<file path="config.mk">
export PLATFORM = sky130hd
export DESIGN_NAME = linkCfgBank
export DESIGN_NICKNAME = d
export VERILOG_FILES = /design/src/rtl/linkCfgPkg.sv /design/src/rtl/linkCfgCtrl.sv /design/src/rtl/linkLaneSteer.sv /design/src/rtl/linkCfgBank.sv
export SDC_FILE = /design/constraint.sdc
export NUM_CORES = 1
export LEC_CHECK = 0
export ABC_AREA = 1
export BUFFER_PORTS_ARGS = -buffer_cell sky130_fd_sc_hd__buf_4
export CORE_MARGIN = 4
export CORE_UTILIZATION = 49
export DETAILED_ROUTE_END_ITERATION = 12
export GPL_ROUTABILITY_DRIVEN = 0
export PLACE_DENSITY = 0.87
export SLEW_MARGIN = 5
export SYNTH_ARGS = -nofsm -noshare
export SYNTH_HDL_FRONTEND = slang
export SYNTH_SLANG_ARGS = --single-unit
</file>
<file path="constraint.sdc">
create_clock -name clk -period 2.4 [get_ports clk]
set_input_delay 0.48 -clock clk [delete_from_list [all_inputs] [get_ports clk]]
set_output_delay 0.48 -clock clk [all_outputs]
set_load 0.05 [all_outputs]
</file>
<file path="src/rtl/linkCfgPkg.sv">
package linkCfgPkg;
  localparam int DATA_W      = 8;
  localparam int LANE_W      = 16;
  localparam int NUM_LINKS   = 2;
  localparam int NUM_FIELDS  = 9;
  localparam int CFG_W       = NUM_FIELDS * DATA_W;
  localparam int NUM_SRC     = 4;
  localparam int NUM_PHYS    = 2;
  localparam int QCFG_W      = 3;
  localparam int LANE_CODE_W = 4;

  localparam int FLD_M   = 0;
  localparam int FLD_NP  = 1;
  localparam int FLD_CF  = 2;
  localparam int FLD_K   = 3;
  localparam int FLD_S   = 4;
  localparam int FLD_F   = 5;
  localparam int FLD_L   = 6;
  localparam int FLD_HD  = 7;
  localparam int FLD_CTL = 8;

  localparam logic [LANE_CODE_W-1:0] LANE_CODE_MAX  = 4'd5;
  localparam logic [LANE_CODE_W-1:0] LANE_UNASSIGNED = 4'hF;

  typedef enum logic [1:0] {SRC_A0 = 2'd0, SRC_A1 = 2'd1, SRC_B0 = 2'd2, SRC_B1 = 2'd3} laneSrc_e;

  typedef struct packed {
    logic [NUM_PHYS-1:0]   en;
    laneSrc_e [NUM_PHYS-1:0] sel;
  } laneRoute_t;
endpackage

</file>
<file path="src/rtl/linkCfgCtrl.sv">
module linkCfgCtrl
  import linkCfgPkg::*;
#(
  parameter int ADDR_W     = 6,
  parameter int QCFG_ADDR  = 0,
  parameter int LANE_ADDR  = 1,
  parameter int SYNC_ADDR  = 2,
  parameter int LINKA_BASE = 16,
  parameter int LINKB_BASE = 32
) (
  input  logic                              clk,
  input  logic                              rstN,
  input  logic                              wrEn,
  input  logic [ADDR_W-1:0]                 addr,
  input  logic [DATA_W-1:0]                 wrData,
  output logic [DATA_W-1:0]                 rdData,
  output logic [NUM_LINKS-1:0][CFG_W-1:0]   linkCfg,
  output logic                              syncFromA,
  output logic [LANE_CODE_W-1:0]            laneCode,
  output laneRoute_t                        route
);
  logic presetHit, presetCtl, presetSync;
  logic [LANE_CODE_W-1:0] presetLane;
  logic [DATA_W-1:0] presetFld [NUM_FIELDS];
  logic [NUM_LINKS-1:0][DATA_W-1:0] linkRd;
  logic [LANE_CODE_W-1:0] laneQ;
  logic syncQ;
  logic qcfgWr;

  assign qcfgWr = wrEn && (addr == ADDR_W'(QCFG_ADDR));

  always_comb begin
    presetHit  = 1'b0;
    presetCtl  = 1'b0;
    presetSync = 1'b0;
    presetLane = '0;
    for (int f = 0; f < NUM_FIELDS; f++) presetFld[f] = '0;
    presetFld[FLD_NP] = 8'd16;
    presetFld[FLD_S]  = 8'd1;
    case (wrData[QCFG_W-1:0])
      3'b001: begin
        presetHit = 1'b1;
        presetFld[FLD_M] = 8'd1; presetFld[FLD_K] = 8'd16;
        presetFld[FLD_F] = 8'd2; presetFld[FLD_L] = 8'd1;
      end
      3'b010: begin
        presetHit = 1'b1; presetCtl = 1'b1; presetSync = 1'b1; presetLane = 4'd2;
        presetFld[FLD_M] = 8'd2; presetFld[FLD_K] = 8'd16;
        presetFld[FLD_F] = 8'd2; presetFld[FLD_L] = 8'd2;
      end
      3'b011: begin
        presetHit = 1'b1; presetSync = 1'b1;
        presetFld[FLD_M] = 8'd2; presetFld[FLD_K] = 8'd8;
        presetFld[FLD_F] = 8'd4; presetFld[FLD_L] = 8'd1;
      end
      default: presetHit = 1'b0;
    endcase
    if (!qcfgWr) presetHit = 1'b0;
  end

  for (genvar l = 0; l < NUM_LINKS; l++) begin : gLink
    localparam int BASE = (l == 0) ? LINKA_BASE : LINKB_BASE;
    localparam logic [DATA_W-1:0] CTL_PRESET = (l == 0) ? 8'h14 : 8'h01;
    logic [DATA_W-1:0] fldQ [NUM_FIELDS];
    logic [DATA_W-1:0] rdLocal;

    always_ff @(posedge clk) begin
      if (!rstN) begin
        for (int f = 0; f < NUM_FIELDS; f++) fldQ[f] <= '0;
      end else begin
        for (int f = 0; f < NUM_FIELDS; f++) begin
          if (presetHit) begin
            if (f == FLD_CTL) begin
              if (presetCtl) fldQ[f] <= CTL_PRESET;
            end else begin
              fldQ[f] <= presetFld[f];
            end
          end else if (wrEn && (addr == ADDR_W'(BASE + f))) begin
            fldQ[f] <= wrData;
          end
        end
      end
    end

    always_comb begin
      rdLocal = '0;
      for (int f = 0; f < NUM_FIELDS; f++)
        if (addr == ADDR_W'(BASE + f)) rdLocal = fldQ[f];
    end
    assign linkRd[l] = rdLocal;

    for (genvar f = 0; f < NUM_FIELDS; f++) begin : gOut
      assign linkCfg[l][f*DATA_W +: DATA_W] = fldQ[f];
    end
  end

  always_ff @(posedge clk) begin
    if (!rstN) begin
      laneQ <= LANE_UNASSIGNED;
      syncQ <= 1'b0;
    end else if (presetHit) begin
      laneQ <= presetLane;
      syncQ <= presetSync;
    end else if (wrEn && addr == ADDR_W'(LANE_ADDR)) begin
      if (wrData[LANE_CODE_W-1:0] <= LANE_CODE_MAX) laneQ <= wrData[LANE_CODE_W-1:0];
    end else if (wrEn && addr == ADDR_W'(SYNC_ADDR)) begin
      syncQ <= wrData[0];
    end
  end

  always_comb begin
    rdData = '0;
    if (addr == ADDR_W'(LANE_ADDR)) rdData = DATA_W'(laneQ);
    else if (addr == ADDR_W'(SYNC_ADDR)) rdData = DATA_W'(syncQ);
    else for (int l = 0; l < NUM_LINKS; l++) rdData = rdData | linkRd[l];
  end

  always_comb begin
    route.en     = '0;
    route.sel[0] = SRC_A0;
    route.sel[1] = SRC_A0;
    case (laneQ)
      4'd0: begin route.en = 2'b11; route.sel[0] = SRC_A0; route.sel[1] = SRC_B0; end
      4'd1: begin route.en = 2'b11; route.sel[0] = SRC_B0; route.sel[1] = SRC_A0; end
      4'd2: begin route.en = 2'b11; route.sel[0] = SRC_A0; route.sel[1] = SRC_A1; end
      4'd3: begin route.en = 2'b11; route.sel[0] = SRC_A1; route.sel[1] = SRC_A0; end
      4'd4: begin route.en = 2'b11; route.sel[0] = SRC_B0; route.sel[1] = SRC_B1; end
      4'd5: begin route.en = 2'b11; route.sel[0] = SRC_B1; route.sel[1] = SRC_B0; end
      default: route.en = '0;
    endcase
  end

  assign syncFromA = syncQ;
  assign laneCode  = laneQ;
endmodule

</file>
<file path="src/rtl/linkLaneSteer.sv">
module linkLaneSteer
  import linkCfgPkg::*;
(
  input  logic                             clk,
  input  logic                             rstN,
  input  laneRoute_t                       route,
  input  logic [NUM_SRC-1:0][LANE_W-1:0]   srcData,
  input  logic [NUM_SRC-1:0]               srcValid,
  output logic [NUM_PHYS-1:0][LANE_W-1:0]  physData,
  output logic [NUM_PHYS-1:0]              physValid
);
  for (genvar p = 0; p < NUM_PHYS; p++) begin : gPhys
    logic [LANE_W-1:0] dataQ;
    logic validQ;
    always_ff @(posedge clk) begin
      if (!rstN || !route.en[p]) begin
        dataQ  <= '0;
        validQ <= 1'b0;
      end else begin
        dataQ  <= srcData[route.sel[p]];
        validQ <= srcValid[route.sel[p]];
      end
    end
    assign physData[p]  = dataQ;
    assign physValid[p] = validQ;
  end
endmodule

</file>
<file path="src/rtl/linkCfgBank.sv">
module linkCfgBank
  import linkCfgPkg::*;
#(
  parameter int ADDR_W     = 6,
  parameter int QCFG_ADDR  = 0,
  parameter int LANE_ADDR  = 1,
  parameter int SYNC_ADDR  = 2,
  parameter int LINKA_BASE = 16,
  parameter int LINKB_BASE = 32
) (
  input  logic              clk,
  input  logic              rstN,
  input  logic              wrEn,
  input  logic [ADDR_W-1:0] addr,
  input  logic [7:0]        wrData,
  output logic [7:0]        rdData,
  output logic [71:0]       linkACfg,
  output logic [71:0]       linkBCfg,
  output logic              syncFromA,
  input  logic [15:0]       srcAData0,
  input  logic [15:0]       srcAData1,
  input  logic [15:0]       srcBData0,
  input  logic [15:0]       srcBData1,
  input  logic [3:0]        srcValid,
  output logic [15:0]       physAData,
  output logic              physAValid,
  output logic [15:0]       physBData,
  output logic              physBValid
);
  logic [NUM_LINKS-1:0][CFG_W-1:0]  linkCfg;
  logic [LANE_CODE_W-1:0]           laneCode;
  laneRoute_t                       route;
  logic [NUM_SRC-1:0][LANE_W-1:0]   srcData;
  logic [NUM_PHYS-1:0][LANE_W-1:0]  physData;
  logic [NUM_PHYS-1:0]              physValid;

  assign srcData = {srcBData1, srcBData0, srcAData1, srcAData0};

  linkCfgCtrl #(
    .ADDR_W(ADDR_W), .QCFG_ADDR(QCFG_ADDR), .LANE_ADDR(LANE_ADDR),
    .SYNC_ADDR(SYNC_ADDR), .LINKA_BASE(LINKA_BASE), .LINKB_BASE(LINKB_BASE)
  ) uCtrl (
    .clk(clk), .rstN(rstN), .wrEn(wrEn), .addr(addr), .wrData(wrData),
    .rdData(rdData), .linkCfg(linkCfg), .syncFromA(syncFromA),
    .laneCode(laneCode), .route(route)
  );

  linkLaneSteer uSteer (
    .clk(clk), .rstN(rstN), .route(route), .srcData(srcData),
    .srcValid(srcValid), .physData(physData), .physValid(physValid)
  );

  assign linkACfg   = linkCfg[0];
  assign linkBCfg   = linkCfg[1];
  assign physAData  = physData[0];
  assign physAValid = physValid[0];
  assign physBData  = physData[1];
  assign physBValid = physValid[1];
endmodule

</file>
### Word-level counts from Yosys, hierarchy flattened

Memories as Yosys holds them, arrays and structs flattened.
Index checks and enable logic that the tools add are counted.

| storage, ports and cells | value |
|---|---|
| register bits after elaboration | 39 |
| RAM bits | 144 |
| input port bits | 85 |
| output and inout bits | 187 |
| logic and storage cells | 274 |
| memories | 2 |

| operators by class | value |
|---|---|
| magnitude comparators | 3 |
| equal/unequal tests | 29 |
| muxes and demuxes | 160 |
| bitwise operators | 37 |
| reduce and logical (&&, ||, !) cells | 37 |

Memory list:

| memory | depth | width | rd ports | clocked after Yosys merged registers in | wr ports | line | text |
|---|---|---|---|---|---|---|---|
| uCtrl.gLink[0].fldQ | 9 | 8 | 9 | 0 | 9 | linkCfgCtrl.sv:64 | `logic [DATA_W-1:0] fldQ [NUM_FIELDS];` |
| uCtrl.gLink[1].fldQ | 9 | 8 | 9 | 0 | 9 | linkCfgCtrl.sv:64 |  |

Operators with widths:

| cell | number |
|---|---|
| $mux W8 | 56 |
| $mux W1 | 89 |
| $bmux W16 S2 | 2 |
| $eq A6 B5 Y1 const B | 9 |
| $eq A6 B6 Y1 const B | 9 |
| $or A1 B1 Y1 | 36 |
| $pmux W11 S3 | 1 |
| $mux W16 | 2 |
| $pmux W4 S6 | 1 |
| $logic_and A1 B1 Y1 | 21 |
| $mux W4 | 3 |
| $pmux W5 S2 | 1 |
| $eq A4 B2 Y1 const B | 2 |
| $eq A4 B3 Y1 const B | 2 |
| $or A8 B8 Y8 | 1 |
| $eq A3 B2 Y1 const B | 2 |
| $eq A6 B1 Y1 const B | 1 |
| $eq A6 B2 Y1 const B | 1 |
| $logic_not A6 Y1 | 1 |
| $lt A2 B3 Y1 const B | 2 |
| $reduce_bool A2 Y1 | 3 |
| $reduce_or A6 Y1 | 1 |
| $bmux W1 S2 | 2 |
| $eq A4 B1 Y1 const B | 1 |
| other kinds (11) | 17 |

### Longest topological paths before layout

| depth | value |
|---|---|
| word-level depth | 13 |
| mapped depth | 13 |
| gate-level depth less buffers | 12 |

### Hierarchy

A second synthesis with hierarchy kept.

| second synthesis, totals | value |
|---|---|
| cell total of the unflattened synthesis | 1,157 |
| area total of the unflattened synthesis | 9,492.9 µm² |

By module, submodules not included:

| module | instances | cells each | area each (µm²) | sequential area each (µm²) |
|---|---|---|---|---|
| linkCfgCtrl | 1 | 787 | 7,219.4 | 4,424.2 |
| linkLaneSteer | 1 | 370 | 2,273.4 | 680.7 |

### Least setup slack after synthesis

No wires, ideal clock.

| path | value |
|---|---|
| kind | in2out |
| from | input port addr[2] |
| to | output port rdData[2] |
| data arrival time | 1.852 ns |
| slack | 0.068 ns |
| stages on the path | 11 |
| path buffers | 0 |
| cell sequence | nor2_4 > nand2_1 > nor2_1 > nand2_1 > nand3b_1 > nand2_1 > nand4_1 > nand2_1 > nand2_1 > nand2_1 > nand3_1 |

| between the ends | value |
|---|---|
| cells in the longest elaborated chain, start to end | 13 |
| elaborated cells between the ends (all ways) | 41 |

RTL lines:

| what | line | text |
|---|---|---|
| from (decl) | linkCfgBank.sv:14 | `input logic [ADDR_W-1:0] addr,` |
| $eq A6 B5 Y1 or $eq A6 B6 Y1 (tied branches) | linkCfgCtrl.sv:88 | `if (addr == ADDR_W'(BASE + f)) rdLocal = fldQ[f];` |
| $mux W8 (9 in a row) | linkCfgCtrl.sv:88 |  |
| $or A8 B8 Y8 | linkCfgCtrl.sv:115 | `else for (int l = 0; l < NUM_LINKS; l++) rdData = rdData \| linkRd[l];` |
| $mux W8 | linkCfgCtrl.sv:114 | `else if (addr == ADDR_W'(SYNC_ADDR)) rdData = DATA_W'(syncQ);` |
| $mux W8 (*) | linkCfgCtrl.sv:113 | `if (addr == ADDR_W'(LANE_ADDR)) rdData = DATA_W'(laneQ);` |
| to (decl) | linkCfgBank.sv:16 | `output logic [7:0] rdData,` |

Every way passes the cells marked *; elsewhere a longest branch is shown, timed or not.

### Final worst setup path

| path | value |
|---|---|
| from | input port addr[2] |
| to | output port rdData[5] |

Same word-level chain as after synthesis.

==> flow_summary.toml <==
[run_status]
status = "finished with violations"
violations = "negative setup slack"

[clock_network]
cts.sinks = 183
ctsHtreeMaxLevel = 4
clk_path_buf_depth = 2
cts_tree = "done"
path_clk_slew_ns = 0.07
clk_latency_ns = 0.43
cts_buffers = 17
cts-root-buf = "clkbuf_16"

[floorplanning]
core.rowCount = 49
die_area_sq_um = 20800
ioPinCount = 272
coreArea_sq_um = 18100
die_h_um = 144
fp.dieW_um = 144
initial_core_util = 0.502

[synthesis]
synth_edf_count = 144
synthTopCellsByArea = "edfxtp_1 48%, dfxtp_1 8.6%, nand2_1 8.4%"
ys_types = 37
synthArstFlopShare = 0
syn_area_sq_um = 9070
synth_top_cell_by_area = "edfxtp_1"
syn_inst = 1041
yosysSeqAreaShare = 0.563
synthesis.nets = 1126
synth_top_area_share = 0.477
ys_warn_count = 0
ys_ff_latch = 183
postSynthAreaPerCell_sq_um = 8.72
synth_ff_type = "edfxtp_1"

[final_layout]
layout.area.seq_sq_um = 5100
drive_above_1_share = 0.365
syn2layout_area_growth_pct = 41.4
multi_input_area_sq_um = 3570
postLayoutCellArea_sq_um = 12800
mostFrequentLayoutCells = "343 x buf_4, 193 x nand2_1, 165 x nor2_1"
layout.cells.non_filler = 1623
layout.nets = 1466
layout_commonest_cell = "buf_4"
fillers = 1209
antenna_cells = 0

[power_and_ir_drop]
p_leak_nw = 5.78
power_per_cell_area_nw_per_um2 = 602
peakVddDrop_v = 0.000556

[placed_design]
post_dp_cell_area_sq_um = 11900
hpwl_um = 24000
place_inst = 1576
numPortBuffers = 271
dp_slack_ns = -0.441

[timing]
relSlewSlack = 0.388
layout_setup_ws_ns = -0.182
min_period_over_period = 1.08
setup_viol = 8
skew_ns = 0.00752
final_max_slew_viol_count = 0
worstMarginPinSlew_ns = 0.918
fin_crit_ns = 2.58
fmax_ghz = 0.387
finalHoldViolCount = 0
holdWs_ns = 0.354
rsz0062_at_grt = "true"

[routing]
drt-total-wl_um = 34500
wl_per_cell_um = 21.3
m1WireLength_um = 11600
dr.pass1.iters = 6
top_layer_used = "met4"
dr_wl_met3_um = 4800
wl_met2_um = 15700
drc = 0
drtAntennaViolNets = 0
dr.first_iter.drc_count = 1351
vias_per_cell = 5.91
via_count = 9595

[worst_hold_path]
hold_path_class = "in -> reg"

[grt]
grt_max_degree = 69
antenna_found_initial = 0
grt_overflow_total = 0
grtUsageTotal = 0.312
grt_pass1_vias = 9029
grt_pass1_wl_um = 49400

[worst_setup_path]
required_ns = 1.92
critPathMaxFanout = 5
crit_slowest_cell = "nor2_4"
cp_data_arrival_time_ns = 2.10
cp_num_buf_inv = 4
criticalPathCategory = "in -> out"
startpoint_type = "primary input"
path_cells = "buf_8 -> nor2_4 -> buf_6 -> nand2_4 -> nor2_4 -> inv_2 -> o21ai_2 -> nand4_1 -> nor2_2 -> nand3_2 -> buf_6"
worst_setup_path_end_kind = "primary output"
critPathMaxStageDelay_ns = 0.21
critPathTopFamily = "simple AND/OR/NAND/NOR gates"

[run]
max-cap-violations = 0
## registers in the layout, summed over array words and instances (netlist names)
signal	flops
uCtrl.gLink.fldQ	144
uCtrl.laneCode	4
uSteer.gPhys.dataQ	32
uCtrl.syncFromA	1
uSteer.gPhys.validQ	2
## worst register-to-register path: stages, from the launching register on
cell and delay, ns:
dfxtp_1 0.34, nor2_1 0.21, nand2_1 0.18, a21oi_4 0.18
buf_12 0.27, a21oi_1 0.14, o21ai_0 0.13, a21oi_1 0.10
## metrics by stage
stage                     power [W]  setup TNS [ns]   util
after global placement      0.00499          -47.61  0.656
after detailed placement    0.00501          -50.63  0.656
final                       0.00772           -1.20  0.710
after CTS                   0.00765          -0.633  0.701
after floorplan             0.00446               0      -
after global routing        0.00793           -1.59  0.710
## synth_stat cells (all sizes together), types with 2 or more instances
master	count
nand3b	2
o211ai	20
a22oi	2
buf	16
nand4	28
a22o	2
clkinv	6
and2	2
edfxtp	144
nor2	198
nor4	2
inv	114
nand3	41
nand2	209
or2	5
dfxtp	39
o21ai	70
a21oi	109
clkbuf	28
## logic make-up after synthesis
kind of cell    count (synthesis)  share of synthesized area
simple gates                  490                      0.244
compound gates                204                      0.123
buf+inv                       164                     0.0705
flops                         183                      0.563
## layer usage
layer	global-route usage	vias to the layer above
met5	0	-
met4	0.158	0
met3	0.0827	227
met2	0.491	876
met1	0.400	4320
li1	-	4172
## area by class of cell
type | instances | share of cell area
well taps | 229 | 0.0223
clock inverters | 13 | 0.00946
inverters | 120 | 0.0351
clock buffers | 19 | 0.0337
repair buffers | 365 | 0.223
multi-input cells | 694 | 0.279
flip-flops and latches | 183 | 0.398
## report_power, final
group	total (W)	switching (W)	internal, W
logic	0.00137	0.000968	0.000405
registers	0.00367	0.000116	0.00355
clock network	0.00268	0.00124	0.00144
## worst paths after layout
check                                       from                                  end  slack, ns  depth (start not counted)
hold / removal                      srcBData0[4]  uSteer.gPhys[0].dataQ[4]$_SDFF_PP0_       0.35                          3
hold reg to reg   uCtrl.laneCode[3]$_SDFFE_PN1P_       uCtrl.laneCode[3]$_SDFFE_PN1P_       0.49                          2
setup / recovery                         addr[2]                            rdData[5]      -0.18                         11
setup reg to reg  uCtrl.laneCode[1]$_SDFFE_PN1P_  uSteer.gPhys[0].dataQ[6]$_SDFF_PP0_       0.73                          7
## what timing repair did
item,CTS,global route
setup endpoints to repair,38,8
hold buffers,0,0
gates resized for setup,53,32
buffers inserted,9,6
pin swaps,16,19
Note: power is estimated with default switching activity, not from simulation.
